--- src/rtl/gpioPortPkg.sv ---
package gpioPortPkg;

  typedef enum logic [1:0] {
    RD_NONE = 2'd0,
    RD_DATA = 2'd1,
    RD_DIR  = 2'd2,
    RD_ID   = 2'd3
  } rdSel_e;

  typedef struct packed {
    logic       dataWr;
    logic       dirWr;
    logic       rdEn;
    rdSel_e     rdSel;
    logic [3:0] idIdx;
  } ctrlStrobe_t;

  localparam int ID_COUNT = 12;

  function automatic logic [7:0] idByte(input logic [3:0] idx);
    logic [7:0] b;
    case (idx)
      4'd4:    b = 8'h3A;
      4'd5:    b = 8'h91;
      4'd6:    b = 8'h0C;
      4'd8:    b = 8'h0D;
      4'd9:    b = 8'hF0;
      4'd10:   b = 8'h05;
      4'd11:   b = 8'hB1;
      default: b = 8'h00;
    endcase
    return b;
  endfunction

endpackage

--- src/rtl/gpioCtrl.sv ---
module gpioCtrl
  import gpioPortPkg::*;
#(
  parameter int ADDR_W   = 12,
  parameter int NUM_PINS = 8
) (
  input  logic [ADDR_W-1:0]   busAddr,
  input  logic                busWr,
  input  logic                busRd,
  output ctrlStrobe_t         strb,
  output logic [NUM_PINS-1:0] accMask
);

  localparam logic [ADDR_W-1:0] DATA_TOP = ADDR_W'(1 << (NUM_PINS + 2));
  localparam logic [ADDR_W-3:0] DIR_WORD = (ADDR_W-2)'(1 << NUM_PINS);
  localparam logic [ADDR_W-1:0] ID_BASE  = ADDR_W'(12'hFD0);
  localparam logic [ADDR_W-1:0] ID_LAST  = ADDR_W'(12'hFFF);

  logic              inData;
  logic              inDir;
  logic              inId;
  logic [ADDR_W-1:0] idOff;

  assign inData  = busAddr < DATA_TOP;
  assign inDir   = busAddr[ADDR_W-1:2] == DIR_WORD;
  assign inId    = (busAddr >= ID_BASE) && (busAddr <= ID_LAST);
  assign idOff   = busAddr - ID_BASE;
  assign accMask = busAddr[NUM_PINS+1:2];

  always_comb begin
    strb.dataWr = busWr && inData;
    strb.dirWr  = busWr && inDir;
    strb.rdEn   = busRd;
    strb.idIdx  = 4'(idOff >> 2);
    if (inData)     strb.rdSel = RD_DATA;
    else if (inDir) strb.rdSel = RD_DIR;
    else if (inId)  strb.rdSel = RD_ID;
    else            strb.rdSel = RD_NONE;
  end

endmodule

--- src/rtl/gpioDatapath.sv ---
module gpioDatapath
  import gpioPortPkg::*;
#(
  parameter int NUM_PINS = 8,
  parameter int DATA_W   = 32
) (
  input  logic                clk,
  input  logic                rstN,
  input  ctrlStrobe_t         strb,
  input  logic [NUM_PINS-1:0] accMask,
  input  logic [NUM_PINS-1:0] wrVal,
  input  logic [NUM_PINS-1:0] pinIn,
  output logic [NUM_PINS-1:0] pinOut,
  output logic [NUM_PINS-1:0] pinChg,
  output logic [DATA_W-1:0]   rdData
);

  logic [NUM_PINS-1:0] dataQ;
  logic [NUM_PINS-1:0] dirQ;
  logic [NUM_PINS-1:0] dataNext;
  logic [NUM_PINS-1:0] driveLvl;
  logic [NUM_PINS-1:0] prevLvl;
  logic [DATA_W-1:0]   rdNext;
  logic [DATA_W-1:0]   rdQ;

  for (genvar i = 0; i < NUM_PINS; i++) begin : g_pin
    logic wrHit;
    assign wrHit       = strb.dataWr && accMask[i] && dirQ[i];
    assign dataNext[i] = !dirQ[i] ? pinIn[i] : (wrHit ? wrVal[i] : dataQ[i]);
    assign driveLvl[i] = dirQ[i] ? dataQ[i] : 1'b1;
  end

  always_comb begin
    case (strb.rdSel)
      RD_DATA: rdNext = DATA_W'(dataQ & accMask);
      RD_DIR:  rdNext = DATA_W'(dirQ);
      RD_ID:   rdNext = DATA_W'(idByte(strb.idIdx));
      default: rdNext = '0;
    endcase
  end

  always_ff @(posedge clk) begin
    if (!rstN) begin
      dataQ   <= '0;
      dirQ    <= '0;
      prevLvl <= '1;
      rdQ     <= '0;
    end else begin
      dataQ   <= dataNext;
      if (strb.dirWr) dirQ <= wrVal;
      prevLvl <= driveLvl;
      rdQ     <= strb.rdEn ? rdNext : '0;
    end
  end

  assign pinOut = driveLvl;
  assign pinChg = driveLvl ^ prevLvl;
  assign rdData = rdQ;

endmodule

--- src/rtl/gpioMaskedPort.sv ---
module gpioMaskedPort
  import gpioPortPkg::*;
#(
  parameter int ADDR_W   = 12,
  parameter int NUM_PINS = 8,
  parameter int DATA_W   = 32
) (
  input  logic                clk,
  input  logic                rstN,
  input  logic [ADDR_W-1:0]   busAddr,
  input  logic                busWr,
  input  logic [DATA_W-1:0]   busWdata,
  input  logic                busRd,
  output logic [DATA_W-1:0]   busRdata,
  input  logic [NUM_PINS-1:0] pinIn,
  output logic [NUM_PINS-1:0] pinOut,
  output logic [NUM_PINS-1:0] pinChg
);

  ctrlStrobe_t         strb;
  logic [NUM_PINS-1:0] accMask;
  logic                unusedWdataHi;

  assign unusedWdataHi = ^busWdata[DATA_W-1:NUM_PINS];

  gpioCtrl #(.ADDR_W(ADDR_W), .NUM_PINS(NUM_PINS)) u_ctrl (
    .busAddr (busAddr),
    .busWr   (busWr),
    .busRd   (busRd),
    .strb    (strb),
    .accMask (accMask)
  );

  gpioDatapath #(.NUM_PINS(NUM_PINS), .DATA_W(DATA_W)) u_dp (
    .clk     (clk),
    .rstN    (rstN),
    .strb    (strb),
    .accMask (accMask),
    .wrVal   (busWdata[NUM_PINS-1:0]),
    .pinIn   (pinIn),
    .pinOut  (pinOut),
    .pinChg  (pinChg),
    .rdData  (busRdata)
  );

endmodule

--- config.mk ---
export PLATFORM = sky130hd
export DESIGN_NAME = gpioMaskedPort
export DESIGN_NICKNAME = d
export VERILOG_FILES = /design/src/rtl/gpioPortPkg.sv /design/src/rtl/gpioCtrl.sv /design/src/rtl/gpioDatapath.sv /design/src/rtl/gpioMaskedPort.sv
export SDC_FILE = /design/constraint.sdc
export NUM_CORES = 1
export LEC_CHECK = 0
export ABC_AREA = 1
export BUFFER_PORTS_ARGS = -buffer_cell sky130_fd_sc_hd__buf_2
export CAP_MARGIN = 20
export CORE_MARGIN = 5
export CORE_UTILIZATION = 48
export CTS_CLUSTER_SIZE = 28
export DETAILED_ROUTE_END_ITERATION = 8
export PLACE_DENSITY = 0.85
export SYNTH_ARGS = -nofsm -noshare
export SYNTH_HDL_FRONTEND = slang
export SYNTH_SLANG_ARGS = --single-unit
export TNS_END_PERCENT = 30
--- constraint.sdc ---
create_clock -name clk -period 3.2 [get_ports clk]
set_clock_uncertainty 0.05 [all_clocks]
set_input_delay 0.64 -clock clk [delete_from_list [all_inputs] [get_ports clk]]
set_output_delay 0.64 -clock clk [all_outputs]
set_load 0.01 [all_outputs]
==> summary.log <==
[sta] final setup vio count 0
[sta] unrepaired setup endpoints after global routing no
[clocking] Sink Count 32
[sta] Fin Hold WS 443.0 ps
[worst_setup_path] crit path kind flip-flop to primary output
[pwr] total leakage power 1.204 nW
[run_status] outcome finished, final reports clean
[worst_setup_path] Critical Path End Type primary output
[floorplanning] site row count 22
[layout] area delta synth->final 14.25%
[layout] total area of multi-input combinational cells 980.9 um^2
[worst_setup_path] worst endpoint data arrival time 1250 ps
[pwr] fraction of power consumed by sequential logic 0.520
[hold_path] Hold Path Origin u_dp.dataQ[3]$_SDFFE_PN0P_
[clocking] buffers from clock root to sink, at most 2
[sta] count of final max-slew check failures 0
[sta] worst rel slew slack 0.5829
[clocking] CTS Buf Count 5
[yosys] number of enable flip-flop cells after synthesis 0
[worst_setup_path] crit-path max FO 4
[pwr] combinational share of power 0.114
[clocking] TritonCTS clock tree built
[worst_setup_path] Critical R2R Capture u_dp.dataQ[5]$_SDFFE_PN0P_
[floorplanning] Core Footprint 3744 um^2
[clocking] clock latency on the worst-skew pair 280 ps
[sta] worst slew pin tran 624.3 ps
[hold_path] type of the worst min-delay path flip-flop to flip-flop
[routing] total length of routed wires 4079 um
[yosys] sequential share of the synthesized area 0.3377
[routing] final routed wire length divided by cell count 10.43 um
[yosys] most instantiated flip-flop cell in the synthesis netlist sky130_fd_sc_hd__dfxtp_1
[sta] post-route clock period utilization 0.6047
[yosys] fraction of synthesized cell area taken by the top area cell type 0.3377
[placed_design] Final Wtd Congestion 0.8972
[floorplanning] Die Area 5309 um^2
[pwr] Sw Share 0.2599
[routing] Pre-antenna DRT Iters 5
[yosys] most repeated cell in the gate-level netlist after synthesis sky130_fd_sc_hd__nand2_1
[sta] fin crit period 1935 ps
[yosys] flop and latch count out of synthesis 32
[pwr] internal power 0.0005799 W
[clocking] clock-pin transition on the worst setup and hold timing paths 60 ps
[routing] # DRC 0
[clocking] clock tree root driver cell sky130_fd_sc_hd__clkbuf_8
[yosys] Mapped Avg Cell Area 6.586 um^2
[worst_setup_path] slack of the worst reg-to-reg path 2120 ps
[routing] Avg Vias per Cell 4.532
[layout] antenna cells 0
[layout] final cell count without fillers 391
[floorplanning] Starting Density 0.5067
[layout] area of all sequential standard cells 640.6 um^2
[routing] remaining antenna violation count 0
[pwr] pwr/cell area 361.6 nW/um^2
[yosys] most area-hungry cell type in the Yosys netlist sky130_fd_sc_hd__dfxtp_1
[yosys] leading cell types by total area after synthesis sky130_fd_sc_hd__dfxtp_1 34%, sky130_fd_sc_hd__nand2_1 13%, sky130_fd_sc_hd__nor2_1 12%, sky130_fd_sc_hd__buf_4 9.5%, sky130_fd_sc_hd__inv_1 7.1%
[sta] Setup Total Neg Slack 0 ps
[pwr] maximum resistive drop on vdd 223.2 uV
[yosys] count of unique library cells instantiated by Yosys 23
[worst_setup_path] CP Launch Type flip-flop
[yosys] number of instances in the synthesized netlist 288
[routing] Detailed Route Iter0 Violations 97
[sta] maximum frequency from static timing analysis 516.8 MHz
[worst_setup_path] worst endpoint required time 2510 ps
[hold_path] number of cells traversed by the worst hold path 2
[routing] vias after detailed routing 1772
[placed_design] number of buffer cells added on primary ports 53
[global_routing] wire length of the first global-routing pass 6644 um
[pwr] Switch Pwr 0.0002036 W
[sta] post-route worst setup slack 1265 ps
[global_routing] Total Routing Usage GR 0.1583
[worst_setup_path] cells on worst reg2reg path 4
[floorplanning] I/O pin cnt 104
[global_routing] maximum number of pins on one net before global-route repair 20
[clocking] count of hold buffers inserted by post-cts repair 0
[placed_design] post-placement setup slack 1192 ps
[clocking] number of setup buffers added after CTS 0
[placed_design] final HPWL from detailed placement 3231 um
[hold_path] worst hold endpoint u_dp.prevLvl[3]$_SDFF_PN1_
[flow_run] maxcap violations 0
[pwr] part of the power in the clock network 0.366
[yosys] post-synthesis instance area 1897 um^2
[global_routing] via count of the first global-routing pass 1563
[clocking] total of cells resized after clock tree synthesis 0
[yosys] Async S/R FF share, synth 0
[global_routing] number of antenna violations at the first check in global routing 0
[layout] ratio of cells with drive above 1 in the final layout 0.2187
[global_routing] total congestion overflow after global routing 0
[yosys] top cells by instance count after synthesis 65 x sky130_fd_sc_hd__nand2_1, 61 x sky130_fd_sc_hd__nor2_1, 36 x sky130_fd_sc_hd__inv_1
[worst_setup_path] Worst R2R Start u_dp.dirQ[5]$_SDFFE_PN0P_
[floorplanning] die span in y 72.86 um
[layout] number of filler cells placed in the layout 377
[sta] final hold violation count 0
[yosys] number of warning messages in the yosys log 0
[layout] nets@finish 399
[placed_design] placed insts 384
[floorplanning] die width 72.86 um
[clocking] total number of H-tree levels 2
[kinds of logic after synthesis]
| family | share of synthesized area |
|---|---|
| flip-flops | 0.3377 |
| XOR/XNOR | 0.03694 |
| AND/OR/NAND/NOR | 0.3958 |
| other | 0.001977 |
| buffers and inverters | 0.1906 |
| AO/OA/AOI/OAI | 0.03694 |
[power by group through the flow]
stage	combinational, W	clock, W	sequential, W
CTS	0.0000879	0.000293	0.000408
global placement	0.0000862	0	0.000416
floorplan	0.0000771	0	0.000416
detailed placement	0.0000875	0	0.000417
global route	0.000102	0.000309	0.000408
finish	0.0000893	0.000287	0.000408
[flip-flops by register name, summed over array words and instances (netlist names)]
signal        cells
u_dp.rdData       8
u_dp.prevLvl      8
u_dp.dataQ        8
u_dp.dirQ         8
[per-stage QoR]
stage	area [um^2]	util	power [W]
3_5_place_dp	2090	0.5582	0.0005042
6_report	2167	0.5789	0.0007836
4_1_cts	2167	0.5789	0.0007891
3_3_place_gp	2090	0.5582	0.0005026
5_1_grt	2167	0.5789	0.0008190
2_1_floorplan	1983	-	0.0004932
[worst max-delay path, cell delays in order, from the launching register on]
cell,delay [ps]
sky130_fd_sc_hd__dfxtp_1,360
sky130_fd_sc_hd__inv_1,80
sky130_fd_sc_hd__nor2_1,230
sky130_fd_sc_hd__xnor2_1,150
sky130_fd_sc_hd__buf_2,140
[final cells by class]
cell class | instances | area share
Clock inverter | 1 | 0.002309
Tap cell | 48 | 0.02771
Clock buffer | 6 | 0.03349
Inverter | 36 | 0.06236
Sequential cell | 32 | 0.2956
Multi-Input combinational cell | 214 | 0.4527
Timing Repair Buffer | 54 | 0.1259
[cell usage in the layout (no fill, tap or decap), types with 3 or more instances in the layout]
master                     instances
sky130_fd_sc_hd__buf_2            53
sky130_fd_sc_hd__conb_1           24
sky130_fd_sc_hd__dfxtp_1          32
sky130_fd_sc_hd__nand2_1          65
sky130_fd_sc_hd__o21ai_0           6
sky130_fd_sc_hd__xnor2_1           8
sky130_fd_sc_hd__nand3_1          23
sky130_fd_sc_hd__a21oi_1           8
sky130_fd_sc_hd__clkbuf_8          5
sky130_fd_sc_hd__nor2_1           61
sky130_fd_sc_hd__or2_2             5
sky130_fd_sc_hd__inv_1            36
sky130_fd_sc_hd__nand2_2           3
[how the worst max path moves through the flow]
stage                                 end  slack, ps                       from  cells after the start
2_1_floorplan   u_dp.dirQ[0]$_SDFFE_PN0P_       1600                 busAddr[4]                      8
3_3_place_gp   u_dp.dataQ[5]$_SDFFE_PN0P_       1220                busAddr[10]                      6
3_5_place_dp   u_dp.dataQ[5]$_SDFFE_PN0P_       1190                busAddr[10]                      6
4_1_cts                         pinChg[0]       1240  u_dp.dirQ[0]$_SDFFE_PN0P_                      4
5_1_grt                         pinChg[0]       1140  u_dp.dirQ[0]$_SDFFE_PN0P_                      4
6_report                        pinChg[1]       1260  u_dp.dirQ[1]$_SDFFE_PN0P_                      4
[per-layer routing]
layer  part of all wire  global-route usage  up-vias
met5                  0                   0        -
met4             0.0078             0.04303        0
met3              0.099             0.05372        3
met2               0.44              0.2505       58
met1               0.45              0.2048      782
li1                   -                   -      929
No activity file was read; power rests on OpenSTA's default activity.
